--- src/rtl/tsg_pkg.sv ---
package tsg_pkg;

  typedef enum logic [1:0] {
    MODE_HOLD    = 2'd0,
    MODE_CAPTURE = 2'd1,
    MODE_TOGGLE  = 2'd2
  } cell_mode_e;

  // Mode comes only from the two select lines and the clock qualifier.
  function automatic cell_mode_e mode_of(input logic fclk, input logic x, input logic y);
    if (x && y)              return MODE_TOGGLE;
    else if (!x && !y && fclk) return MODE_CAPTURE;
    else                     return MODE_HOLD;
  endfunction

endpackage

--- src/rtl/tsg_decoder.sv ---
module tsg_decoder #(
  parameter int IN_W  = 2,
  parameter int OUT_W = 1 << IN_W
) (
  input  logic             en,
  input  logic [IN_W-1:0]  code,
  output logic [OUT_W-1:0] lines
);

  for (genvar i = 0; i < OUT_W; i++) begin : g_line
    assign lines[i] = en && (code == IN_W'(i));
  end

endmodule

--- src/rtl/tsg_cell.sv ---
module tsg_cell
  import tsg_pkg::*;
(
  input  logic clk,
  input  logic rst,
  input  logic fclk,
  input  logic x,
  input  logic y,
  input  logic d,
  output logic q
);

  cell_mode_e mode;

  always_comb mode = mode_of(fclk, x, y);

  always_ff @(posedge clk) begin
    if (rst) begin
      q <= 1'b0;
    end else begin
      case (mode)
        MODE_TOGGLE:  q <= ~q;
        MODE_CAPTURE: q <= d;
        default:      q <= q;
      endcase
    end
  end

endmodule

--- src/rtl/toggle_scan_grid.sv ---
module toggle_scan_grid #(
  parameter int N = 16
) (
  input  logic                 clk,
  input  logic                 rst,
  input  logic                 func_en,
  input  logic                 test_wr,
  input  logic [$clog2(N)-1:0] addr,
  input  logic [N-1:0]         func_d,
  output logic [N-1:0]         state_q
);

  localparam int ADDR_W = $clog2(N);
  localparam int HALF_W = ADDR_W / 2;
  localparam int SIDE   = 1 << HALF_W;

  logic [SIDE-1:0] row_ln;
  logic [SIDE-1:0] col_ln;
  logic            fclk;

  // The functional clock is withheld while a test write is in progress.
  assign fclk = func_en && !test_wr;

  tsg_decoder #(.IN_W(HALF_W), .OUT_W(SIDE)) u_row (
    .en    (test_wr),
    .code  (addr[ADDR_W-1:HALF_W]),
    .lines (row_ln)
  );

  tsg_decoder #(.IN_W(HALF_W), .OUT_W(SIDE)) u_col (
    .en    (test_wr),
    .code  (addr[HALF_W-1:0]),
    .lines (col_ln)
  );

  for (genvar r = 0; r < SIDE; r++) begin : g_row
    for (genvar c = 0; c < SIDE; c++) begin : g_col
      tsg_cell u_cell (
        .clk  (clk),
        .rst  (rst),
        .fclk (fclk),
        .x    (row_ln[r]),
        .y    (col_ln[c]),
        .d    (func_d[r*SIDE+c]),
        .q    (state_q[r*SIDE+c])
      );
    end
  end

  AST_RESET_CLEARS: assert property (@(posedge clk) rst |=> state_q == '0);
  AST_IDLE_HOLDS: assert property (@(posedge clk) disable iff (rst)
    (!func_en && !test_wr) |=> $stable(state_q));
  AST_FUNC_LOAD: assert property (@(posedge clk) disable iff (rst)
    (func_en && !test_wr) |=> state_q == $past(func_d));
  AST_ONE_BIT_FLIPS: assert property (@(posedge clk) disable iff (rst)
    test_wr |=> $countones(state_q ^ $past(state_q)) == 1);
  AST_ADDR_BIT_FLIPS: assert property (@(posedge clk) disable iff (rst)
    test_wr |=> state_q[$past(addr)] != $past(state_q[addr]));
  AST_DEC_SELECT: assert property (@(posedge clk) disable iff (rst)
    test_wr |-> ($countones(row_ln) == 1 && $countones(col_ln) == 1));
  AST_DEC_QUIET: assert property (@(posedge clk) disable iff (rst)
    !test_wr |-> (row_ln == '0 && col_ln == '0));

endmodule

--- config.mk ---
export PLATFORM = sky130hd
export DESIGN_NAME = toggle_scan_grid
export DESIGN_NICKNAME = d
export VERILOG_FILES = /design/src/rtl/tsg_pkg.sv /design/src/rtl/tsg_decoder.sv /design/src/rtl/tsg_cell.sv /design/src/rtl/toggle_scan_grid.sv
export SDC_FILE = /design/constraint.sdc
export NUM_CORES = 1
export LEC_CHECK = 0
export ABC_AREA = 1
export BUFFER_PORTS_ARGS = -buffer_cell sky130_fd_sc_hd__clkbuf_2
export CAP_MARGIN = 20
export CORE_UTILIZATION = 50
export DETAILED_ROUTE_END_ITERATION = 6
export PLACE_DENSITY = 0.79
export SLEW_MARGIN = 20
export SYNTH_ARGS = -nofsm -noshare
export SYNTH_HDL_FRONTEND = slang
export SYNTH_SLANG_ARGS = --single-unit
--- constraint.sdc ---
create_clock -name clk -period 1 [get_ports clk]
set_input_delay 0.1 -clock clk [delete_from_list [all_inputs] [get_ports clk]]
set_output_delay 0.1 -clock clk [all_outputs]
set_load 0.01 [all_outputs]
==> metrics <==
Setup Fix Bufs, Post-CTS 0; Post-CTS Hold Fix Bufs 0; Post-Syn Instances 216; RSZ-0062 raised after global routing no; Max-slew headroom 79.0%; Pre-Repair DR Iteration Count 4; first-pass GRT wire length 3.73 mm; simple-gate share of the synthesized area 47.0%; final worst setup slack 0.101 ns; n_diodes 0; nets@finish 264; layout cells sized above 1 22.2%; startpoint types flop; CP Data Arrival Time 0.80 ns; Initial Utilization 54.7%; Tmin final 0.899 ns; port buffer count 39; syn avg cell area 5.82 µm²; Clock Latency Late Sink 0.29 ns; die area 2720 µm²; worst hold slack 0.109 ns; Clock Sinks 16; Final Max Slew Viols 0; final WL 2.43 mm; placed cell area 1370 µm²; Hold WC Path Type in2reg; slowest CP cell dfxtp_1; Syn-to-layout area delta 11.7%; Root Buffer clkbuf_4; Synth cell types 16; die span in x 52.2 µm; max-cap violations 0; DRC 0; biggest regs g_row.g_col.u_cell.q: 16 flops; largest family of logic cells by synthesized area simple AND/OR/NAND/NOR gates; Largest Register g_row.g_col.u_cell.q; Layout fillers 252; drt via density 4.67; most frequent cells in the layout 61 x nand2_1, 41 x nor2_1, 39 x clkbuf_2; yosys warns 0; fin crit share 89.9%; IO Pins 40; worst-path fanout max 3; max FFs per register 16; Seq/Total Area, Yosys 25.5%; CTS Buffer Depth 2; Synth area leader dfxtp_1; antenna violations before repair 0; Final Cell Area 1410 µm²; antenna-violating nets left 0; Max Clock Skew 0 ns; post-synthesis adder-cell area fraction 0%; TritonCTS clock tree done; post-DR wirelength/cell 9.09 µm; Critical Path Max Stage Delay 0.36 ns; XOR/XNOR share of the synthesized area 0%; CTS buffer count 3; vias in the first global route 892; P per Cell Area 1150 nW/µm²; largest net degree at the start of global routing 35; Power Total 1.61 mW; Max Freq 1110 MHz; DRT iter0 DRCs 21; Worst VDD drop 0.849 mV; CTS clk-pin slew, worst paths 0.10 ns; commonest non-fill, non-tap cell in the layout nand2_1; row count 17; GPL Wtd Cong 0.799; Worst EP required 0.90 ns; final setup fails 0; Mapped Nets 240; Compound-Gate Fraction of Synth Area 7.16%; Die Y 52.2 µm; delay-heaviest family, CP flip-flops; Cell Chain, Critical Path clkbuf_2; GRT overflow 0; Worst Max-Slew Pin Slew 0.315 ns; post-cts gate resize count 0; mux cell area share after synthesis 0%; outcome completed; CP bufs+invs 1; Synth area leaders dfxtp_1 25%, nand2_1 18%, nor2_1 12%; via count 1246; worst slack, placed -0.000472 ns; Placeable Area 2300 µm²; Cell Area, Synth 1260 µm²; GRT Overall Usage 18.5%; Crit Path Category reg2out; Yosys reg bits 16; Pleak 0.755 nW; H-tree depth 1; crit end category output pin; HPWL Detailed 1.78 mm; Hold Vio Cnt, Final 0; post-synth top area share 25.5%
-- final timing paths --
kind                              startpoint                    endpoint  slack (ns)  depth (start not counted)
setup / recovery  g_row[3].g_col[3].u_cell.q                 state_q[15]        0.10                          1
hold / removal                     func_d[3]  g_row[0].g_col[3].u_cell.q        0.11                          5
setup reg to reg  g_row[0].g_col[0].u_cell.q  g_row[0].g_col[0].u_cell.q        0.18                          5
hold reg to reg   g_row[2].g_col[2].u_cell.q  g_row[2].g_col[2].u_cell.q        0.56                          4
-- kinds of logic after synthesis --
| group | count (synthesis) |
|---|---|
| flip-flops | 16 |
| AND/OR/NAND/NOR | 137 |
| AO/OA/AOI/OAI | 18 |
| buffers and inverters | 45 |
-- routing by layer --
layer | part of all wire (%) | vias to the layer above | GRT usage, %
met5 | 0 | - | 0
met4 | 1.6 | 0 | 9.21
met3 | 6.1 | 5 | 2.63
met2 | 43 | 36 | 28.2
met1 | 50 | 502 | 25.2
li1 | - | 703 | -
-- tightest hold or removal path: cells and delay by family --
| kind | cells | cell delay (ns) |
|---|---|---|
| AO/OA/AOI/OAI | 1 | 0.03 |
| buffers and inverters | 1 | 0.07 |
| AND/OR/NAND/NOR | 3 | 0.17 |
-- power by group --
part / internal (mW) / switching [mW]
registers: 0.689 / 0.0281
logic: 0.192 / 0.257
clock network: 0.222 / 0.224
total: 1.10 / 0.509
-- through the flow --
| step | setup TNS [ns] | util, % | cells |
|---|---|---|---|
| finish | 0 | 61.2 | 267 |
| global route | 0 | 61.2 | 267 |
| CTS | 0 | 61.2 | 267 |
| detailed placement | -0.000472 | 59.6 | 263 |
| global placement | 0 | 59.6 | 263 |
| floorplan | 0 | - | 216 |
-- synth_stat cells --
cell type	number
nand3b_1	5
nor2_2	1
nand3_1	26
buf_4	20
o21ai_0	6
nand2_4	1
o21ai_1	1
inv_1	19
buf_2	4
a21oi_1	11
dfxtp_1	16
buf_6	1
inv_2	1
nor2_1	41
nand2_1	61
nor2_4	2
-- layout make-up --
cell class	instances	area (µm²)	area share, %
well taps	28	35.0	2.49
inverters	20	75.1	5.34
clock buffers	4	36.3	2.58
multi-input cells	155	681	48.4
repair buffers	44	258	18.3
flip-flops and latches	16	320	22.8
Note: power is estimated with default switching activity, not from simulation.
